$ cat config.mk
export PLATFORM = sky130hd
export DESIGN_NAME = wdt_top
export DESIGN_NICKNAME = d
export VERILOG_FILES = /design/src/rtl/wdt_pkg.sv /design/src/rtl/wdt_prescaler.sv /design/src/rtl/wdt_counter.sv /design/src/rtl/wdt_action.sv /design/src/rtl/wdt_top.sv
export SDC_FILE = /design/constraint.sdc
export NUM_CORES = 1
export LEC_CHECK = 0
export ABC_AREA = 1
export BUFFER_PORTS_ARGS = -buffer_cell sky130_fd_sc_hd__clkbuf_2
export CELL_PAD_IN_SITES_DETAIL_PLACEMENT = 1
export CELL_PAD_IN_SITES_GLOBAL_PLACEMENT = 1
export CORE_MARGIN = 3
export CORE_UTILIZATION = 35
export CTS_BUF_LIST = sky130_fd_sc_hd__clkbuf_16
export CTS_CLUSTER_SIZE = 20
export DETAILED_ROUTE_END_ITERATION = 12
export PLACE_DENSITY_LB_ADDON = 0.1
export SLEW_MARGIN = 0
export SYNTH_ARGS = -nofsm -noshare
export SYNTH_HDL_FRONTEND = slang
export SYNTH_SLANG_ARGS = --single-unit
$ cat constraint.sdc
create_clock -name clk_i -period 3.3 [get_ports clk_i]
set_input_delay 0.66 -clock clk_i [delete_from_list [all_inputs] [get_ports clk_i]]
set_output_delay 0.66 -clock clk_i [all_outputs]
set_load 0.05 [all_outputs]
$ cat src/rtl/wdt_pkg.sv
package wdt_pkg;
  typedef enum logic {
    ACT_IRQ = 1'b0,
    ACT_RST = 1'b1
  } wdt_act_e;
endpackage

$ cat src/rtl/wdt_prescaler.sv
module wdt_prescaler #(
  parameter int unsigned DIV_LO_LOG2 = 4,
  parameter int unsigned DIV_HI_LOG2 = 7
) (
  input  logic                   clk_i,
  input  logic                   rst_ni,
  input  logic                   clear_i,
  input  logic                   run_i,
  input  logic                   sel_i,
  output logic                   tick_o,
  output logic [DIV_HI_LOG2-1:0] pre_o
);
  localparam int unsigned PW = DIV_HI_LOG2;
  localparam logic [PW-1:0] LAST_LO = PW'((1 << DIV_LO_LOG2) - 1);
  localparam logic [PW-1:0] LAST_HI = PW'((1 << DIV_HI_LOG2) - 1);

  logic [PW-1:0] pre_q;
  logic          sel_act_q;
  logic [PW-1:0] last;

  assign last   = sel_act_q ? LAST_HI : LAST_LO;
  assign tick_o = run_i && (pre_q == last);
  assign pre_o  = pre_q;

  // select is latched only when the divider wraps or is cleared
  always_ff @(posedge clk_i or negedge rst_ni) begin
    if (!rst_ni) begin
      pre_q     <= '0;
      sel_act_q <= 1'b0;
    end else if (clear_i) begin
      pre_q     <= '0;
      sel_act_q <= sel_i;
    end else if (run_i) begin
      if (tick_o) begin
        pre_q     <= '0;
        sel_act_q <= sel_i;
      end else begin
        pre_q <= pre_q + 1'b1;
      end
    end
  end
endmodule

$ cat src/rtl/wdt_counter.sv
module wdt_counter #(
  parameter int unsigned CNT_W = 15
) (
  input  logic             clk_i,
  input  logic             rst_ni,
  input  logic             load_i,
  input  logic             tick_i,
  output logic [CNT_W-1:0] cnt_o,
  output logic             uf_o
);
  localparam logic [CNT_W-1:0] FULL = '1;

  logic [CNT_W-1:0] cnt_q;

  assign cnt_o = cnt_q;
  assign uf_o  = tick_i && (cnt_q == '0) && !load_i;

  always_ff @(posedge clk_i or negedge rst_ni) begin
    if (!rst_ni) begin
      cnt_q <= FULL;
    end else if (load_i) begin
      cnt_q <= FULL;
    end else if (tick_i) begin
      cnt_q <= (cnt_q == '0) ? FULL : cnt_q - 1'b1;
    end
  end
endmodule

$ cat src/rtl/wdt_action.sv
module wdt_action
  import wdt_pkg::*;
(
  input  logic     clk_i,
  input  logic     rst_ni,
  input  logic     mode_set_i,
  input  logic     uf_i,
  output wdt_act_e mode_o,
  output logic     irq_o,
  output logic     rst_req_o
);
  wdt_act_e mode_q;
  logic     irq_q;
  logic     rst_q;

  assign mode_o    = mode_q;
  assign irq_o     = irq_q;
  assign rst_req_o = rst_q;

  always_ff @(posedge clk_i or negedge rst_ni) begin
    if (!rst_ni) begin
      mode_q <= ACT_IRQ;
      irq_q  <= 1'b0;
      rst_q  <= 1'b0;
    end else begin
      if (mode_set_i) mode_q <= ACT_RST;  // one-way
      irq_q <= uf_i && (mode_q == ACT_IRQ);
      if (uf_i && (mode_q == ACT_RST)) rst_q <= 1'b1;
    end
  end
endmodule

$ cat src/rtl/wdt_top.sv
module wdt_top
  import wdt_pkg::*;
#(
  parameter int unsigned CNT_W       = 15,
  parameter int unsigned DIV_LO_LOG2 = 4,
  parameter int unsigned DIV_HI_LOG2 = 7
) (
  input  logic clk_i,
  input  logic rst_ni,
  input  logic start_wr_i,
  input  logic refresh_wr_i,
  input  logic cfg_wr_i,
  input  logic cfg_div_sel_i,
  input  logic cfg_rst_mode_i,
  input  logic stop_i,
  input  logic wait_i,
  output logic irq_o,
  output logic rst_req_o
);
  logic                   running_q;
  logic                   div_sel_q;
  logic                   load;
  logic                   run;
  logic                   tick;
  logic                   uf;
  logic [CNT_W-1:0]       cnt;
  logic [DIV_HI_LOG2-1:0] pre_cnt;
  wdt_act_e               mode;

  assign load = start_wr_i || (refresh_wr_i && running_q);
  assign run  = running_q && !stop_i && !wait_i;

  always_ff @(posedge clk_i or negedge rst_ni) begin
    if (!rst_ni) begin
      running_q <= 1'b0;
      div_sel_q <= 1'b0;
    end else begin
      if (start_wr_i) running_q <= 1'b1;
      if (cfg_wr_i)   div_sel_q <= cfg_div_sel_i;
    end
  end

  wdt_prescaler #(
    .DIV_LO_LOG2(DIV_LO_LOG2),
    .DIV_HI_LOG2(DIV_HI_LOG2)
  ) u_pre (
    .clk_i  (clk_i),
    .rst_ni (rst_ni),
    .clear_i(load),
    .run_i  (run),
    .sel_i  (div_sel_q),
    .tick_o (tick),
    .pre_o  (pre_cnt)
  );

  wdt_counter #(.CNT_W(CNT_W)) u_cnt (
    .clk_i (clk_i),
    .rst_ni(rst_ni),
    .load_i(load),
    .tick_i(tick),
    .cnt_o (cnt),
    .uf_o  (uf)
  );

  wdt_action u_act (
    .clk_i     (clk_i),
    .rst_ni    (rst_ni),
    .mode_set_i(cfg_wr_i && cfg_rst_mode_i),
    .uf_i      (uf),
    .mode_o    (mode),
    .irq_o     (irq_o),
    .rst_req_o (rst_req_o)
  );
endmodule

### Yosys cells after proc, flatten, opt, wreduce, memory -nomap -nowiden

Cells that the tools add are included.

| word-level totals | value |
|---|---|
| flip-flop bits (word level) | 28 |
| bits in latches | 0 |
| RAM bits | 0 |
| bits in read-only memories | 0 |
| output and inout bits | 2 |
| memories | 0 |

| operators by class | value |
|---|---|
| $add $sub $neg | 2 |
| $mul | 0 |
| divide/modulo/power cells | 0 |
| magnitude comparators | 0 |
| equal/unequal tests | 1 |
| shifts and indexed selects | 0 |
| multiplexer cells | 10 |
| bitwise gates (word level) | 1 |
| reduce and logical (&&, ||, !) cells | 17 |

Operators with widths:

| cell | count |
|---|---|
| $mux W15 | 3 |
| $mux W7 | 4 |
| $logic_not A15 Y1 | 1 |
| $sub A15 B1 Y15 const B | 1 |
| $logic_and A1 B1 Y1 | 9 |
| $add A7 B1 Y7 const B | 1 |
| $eq A7 B7 Y1 | 1 |
| $reduce_bool A2 Y1 | 2 |
| $logic_not A1 Y1 | 3 |
| $mux W1 | 3 |
| $reduce_and A2 Y1 | 1 |
| $logic_or A1 B1 Y1 | 1 |
| $not A1 Y1 | 1 |

### Logic depth before layout (Yosys ltp)

| logic depth | value |
|---|---|
| depth after elaboration | 7 |
| depth in mapped cells | 10 |
| depth with buffers taken out | 9 |

### Modules after synthesis

Synthesis repeated with hierarchy kept, for this count alone.

| unflattened totals | value |
|---|---|
| cells, all modules | 219 |
| area total of the unflattened synthesis | 1641.6 um^2 |

By module, submodules not included:

| module | instances | cells an instance | area each (um^2) | seq. area each (um^2) |
|---|---|---|---|---|
| wdt_counter | 1 | 133 | 983.4 | 394.1 |
| wdt_prescaler | 1 | 60 | 451.7 | 200.2 |
| wdt_action | 1 | 11 | 105.1 | 75.1 |
| wdt_top | 1 | 15 | 101.3 | 50.0 |

### Worst setup path before layout

OpenSTA, ideal clock, no wires.

| path | value |
|---|---|
| kind | input -> register |
| start | in stop_i |
| end | reg u_cnt.cnt_q[10], in the netlist u_cnt.cnt_o[10] |
| setup time | 0.085 ns |
| arrival | 1.398 ns |
| path slack | 1.816 ns |
| stages on the path | 9 |
| path buffers | 1 |
| cells stage by stage | nor2_1 -> nand2_1 -> nor2_4 -> nand2_4 -> nand2_8 -> buf_6 -> nand2_1 -> nand2_1 -> nand3_1 |

| on the way | value |
|---|---|
| longest elaborated chain between the ends | 5 |

Ends and longest elaborated chain:

| element | line | source |
|---|---|---|
| from (decl) | wdt_top.sv:15 | `input logic stop_i,` |
| $logic_not A1 Y1 | wdt_top.sv:31 | `assign run = running_q && !stop_i && !wait_i;` |
| $logic_and A1 B1 Y1 (2 in a row) | wdt_top.sv:31 |  |
| $logic_and A1 B1 Y1 | wdt_prescaler.sv:22 | `assign tick_o = run_i && (pre_q == last);` |
| $reduce_bool A2 Y1 (no source line) | n/a |  |
| to (signal assigned) | wdt_counter.sv:24 | `cnt_q <= (cnt_q == '0) ? FULL : cnt_q - 1'b1;` |
| to (decl) | wdt_counter.sv:13 | `logic [CNT_W-1:0] cnt_q;` |

No other way between the ends.
A chain may end at the register's enable or synchronous reset.

### Worst setup path in the final report

| path | value |
|---|---|
| start | reg u_pre.pre_q[0], in the netlist u_pre.pre_o[0] |
| end | reg u_cnt.cnt_q[14], in the netlist u_cnt.cnt_o[14] |

| on the way | value |
|---|---|
| longest elaborated chain between the ends | 3 |

Ends and longest elaborated chain:

| element | line | source |
|---|---|---|
| from (decl) | wdt_prescaler.sv:17 | `logic [PW-1:0] pre_q;` |
| from (signal assigned) | wdt_prescaler.sv:38 | `pre_q <= pre_q + 1'b1;` |
| $eq A7 B7 Y1 | wdt_prescaler.sv:22 |  |
| $logic_and A1 B1 Y1 | wdt_prescaler.sv:22 |  |
| $reduce_bool A2 Y1 (no source line) | n/a |  |

No other way between the ends.

==> impl_metrics.py <==
metrics = {
    "timing": {
        "finClkSkew_ns": 0.00335,
        "slew_viol_final": 0,
        "tns_ns": 0,
        "relSlewSlack_pct": 50.5,
        "setup_viol": 0,
        "period_share_pct": 50.8,
        "tightest_slew_ns": 0.742,
        "max_freq_mhz": 597,
        "whs_ns": 0.450,
        "layout_min_cycle_time_ns": 1.68,
        "rsz0062_at_grt": "false",
        "hold_violations": 0,
        "fin_ws_ns": 1.62,
    },
    "finish": {
        "drive_above_1_share_pct": 18.1,
        "final_cell_mix": "nand2_1, inv_1, nand3_1, nor2_1, dfstp_2",
        "num_antenna_cells": 0,
        "fillers": 586,
        "seq_area_um2": 719,
        "multi_input_comb_area_um2": 815,
        "fin_cells": 308,
        "layout_commonest_cell": "nand2_1",
        "postLayoutCellArea_um2": 1880,
        "area_growth_pct": 10.1,
        "final_util_pct": 41.4,
        "nNetsFinal": 256,
    },
    "setup_path": {
        "r2r_end": "u_cnt.cnt_o[14]",
        "crit_chain": "ha_1, nand3_2, nor2_4, nand2_4, nand2_8, nand2_2, nand3_1",
        "cp.arrival_ns": 1.88,
        "endpoint_kind": "register",
        "worstPathRequired_ns": 3.50,
        "cp-endpoint": "u_cnt.cnt_o[14]",
        "startpoint": "u_pre.pre_o[0]",
        "cpMaxStageDelayCell": "dfrtp_1",
        "critPathMaxFanout": 33,
        "cp.buffers_inverters": 0,
        "reg2reg_depth": 7,
        "critPathTopFamily": "simple AND/OR/NAND/NOR gates",
        "path_class": "register to register",
        "startpoint_type": "register",
        "ff2ff_setup_slack_ns": 1.62,
        "reg2reg_from": "u_pre.pre_o[0]",
        "max_stage_delay_ns": 0.38,
        "path_depth": 7,
    },
    "yosys": {
        "synth.largest_area_cell": "dfstp_2",
        "yosys_register_bits": 28,
        "yosysSeqAreaShare_pct": 42.2,
        "syn_inst": 233,
        "yosys.area.top_type_share_pct": 23.1,
        "synth_area_leaders": "dfstp_2, dfrtp_1, nand2_1, nand3_1, inv_1",
        "synth_warnings": 0,
        "synth_area_um2": 1700,
        "synth_fp_nets": 245,
        "ys_types": 26,
        "syn_avg_cell_area_um2": 7.31,
    },
    "hold_path": {
        "hold_class": "input port to asynchronous set/reset pin",
    },
    "floorplanning": {
        "fp.dieArea_um2": 5740,
        "ios": 11,
        "core_area_um2": 4530,
        "die_h_um": 75.8,
        "die_w_um": 75.8,
        "row_count": 24,
        "initial_core_util_pct": 37.6,
    },
    "power": {
        "fin_total_pwr_mw": 0.701,
        "cellPowerDensity_nw_per_um2": 374,
        "vdd_drop_max_mv": 0.181,
        "p_sw_share_pct": 23.9,
        "clock_power_share_pct": 40.3,
        "p_int_mw": 0.534,
        "p_sw_mw": 0.167,
        "p_leak_nw": 0.946,
        "seq_power_share_pct": 51.9,
        "combinationalPowerShare_pct": 7.8,
    },
    "routing": {
        "drcViolationCount": 0,
        "via_per_inst": 4.84,
        "vias": 1490,
        "ant_nets": 0,
        "drtIter0Drc": 61,
        "wirelength_um": 4210,
        "post_drt_wl_per_cell_um": 13.7,
        "first_pass_iters": 4,
    },
    "placed_design": {
        "dpl_worst_slack_ns": 1.49,
        "io_buffer_count": 10,
        "gp_congestion": 0.790,
        "dp.cells": 304,
        "placed_cell_area_um2": 1800,
        "dpl.hpwl_um": 3150,
    },
    "clock_network": {
        "post_cts_resized": 0,
        "cts-root-buf": "clkbuf_16",
        "post-cts-setup-buffer-count": 0,
        "cts_buffers": 3,
        "h-tree-depth": 1,
        "clockBufferDepth": 2,
        "path_clk_slew_ns": 0.07,
        "cts_tree": "yes",
        "ctsHoldBuffers": 0,
        "cts.sinks": 28,
        "clk_latency_ns": 0.26,
    },
    "global_route": {
        "grt_pass1_vias": 1515,
        "grt_max_degree": 34,
        "grt_use_total_pct": 16.7,
        "antenna_found_initial": 0,
        "grt_overflow": 0,
        "grt_first_pass_wirelength_um": 7440,
    },
    "status": {
        "status": "complete, no violations",
    },
    "flow_run": {
        "maxCapViolCount": 0,
    },
}
[sequential cells by signal (all words and copies together) (netlist names)]
| signal | flops |
|---|---|
| u_act.rst_req_o | 1 |
| running_q | 1 |
| div_sel_q | 1 |
| u_pre.pre_o | 7 |
| u_act.mode_o | 1 |
| u_act.irq_o | 1 |
| u_cnt.cnt_o | 15 |
| u_pre.sel_act_q | 1 |
[synthesized netlist by cell type, drive strengths merged]
cell type / number
nand2: 73
a21o: 1
inv: 35
nor3: 8
and3: 1
dfstp: 15
mux2: 1
nand4: 11
nor2: 29
a31oi: 1
a21oi: 2
ha: 3
dfrtp: 13
buf: 4
nand3: 31
o21ai: 5
[how the worst min path moves through the flow]
stage	startpoint	endpoint	slack, ns	cells past startpoint
after floorplan	rst_ni	div_sel_q	0.36	0
after global placement	u_act.rst_req_o	u_act.rst_req_o	0.46	2
after detailed placement	u_act.rst_req_o	u_act.rst_req_o	0.46	2
after CTS	rst_ni	u_pre.pre_o[5]	0.48	1
after global routing	rst_ni	u_pre.pre_o[6]	0.50	1
final	rst_ni	u_pre.pre_o[1]	0.45	1
[cell families (layout without fill, tap and decap cells)]
family                   Yosys count  after routing  synth area share, %
buffers and inverters             39             49                 9.99
AND/OR/NAND/NOR                  153            153                 42.1
flip-flops                        28             28                 42.2
adder cells (fa/ha/maj)            3              3                 2.20
AO/OA/AOI/OAI                      9              9                 2.86
multiplexers                       1              1                0.661
[final cells by class]
| cell class | count | share of cell area (%) |
|---|---|---|
| Multi-Input combinational cell | 166 | 43.4 |
| Sequential cell | 28 | 38.4 |
| Inverter | 35 | 7.00 |
| Tap cell | 65 | 4.34 |
| Clock buffer | 3 | 4.00 |
| Timing Repair Buffer | 10 | 2.67 |
| Clock inverter | 1 | 0.200 |
[worst reg2reg max path, stage by stage (launching register included)]
cell and delay (ns):
dfrtp_1 0.38, ha_1 0.29, nand3_2 0.16, nor2_4 0.18
nand2_4 0.09, nand2_8 0.19, nand2_2 0.19, nand3_1 0.14
[power groups by stage]
stage	registers (mW)	clock network (mW)	logic, mW
after floorplan	0.367	0	0.0390
after global placement	0.369	0	0.0554
after detailed placement	0.369	0	0.0563
after CTS	0.363	0.295	0.0565
after global routing	0.365	0.309	0.0648
final	0.363	0.282	0.0548
[layer usage]
metal	GRT usage [%]	vias to the layer above	part of all wire [%]
met5	0	-	0
met4	2.91	0	0.45
met3	2.11	2	2.6
met2	26.6	17	45
met1	24.5	710	52
li1	-	761	-
Note: power is estimated with default switching activity, not from simulation.
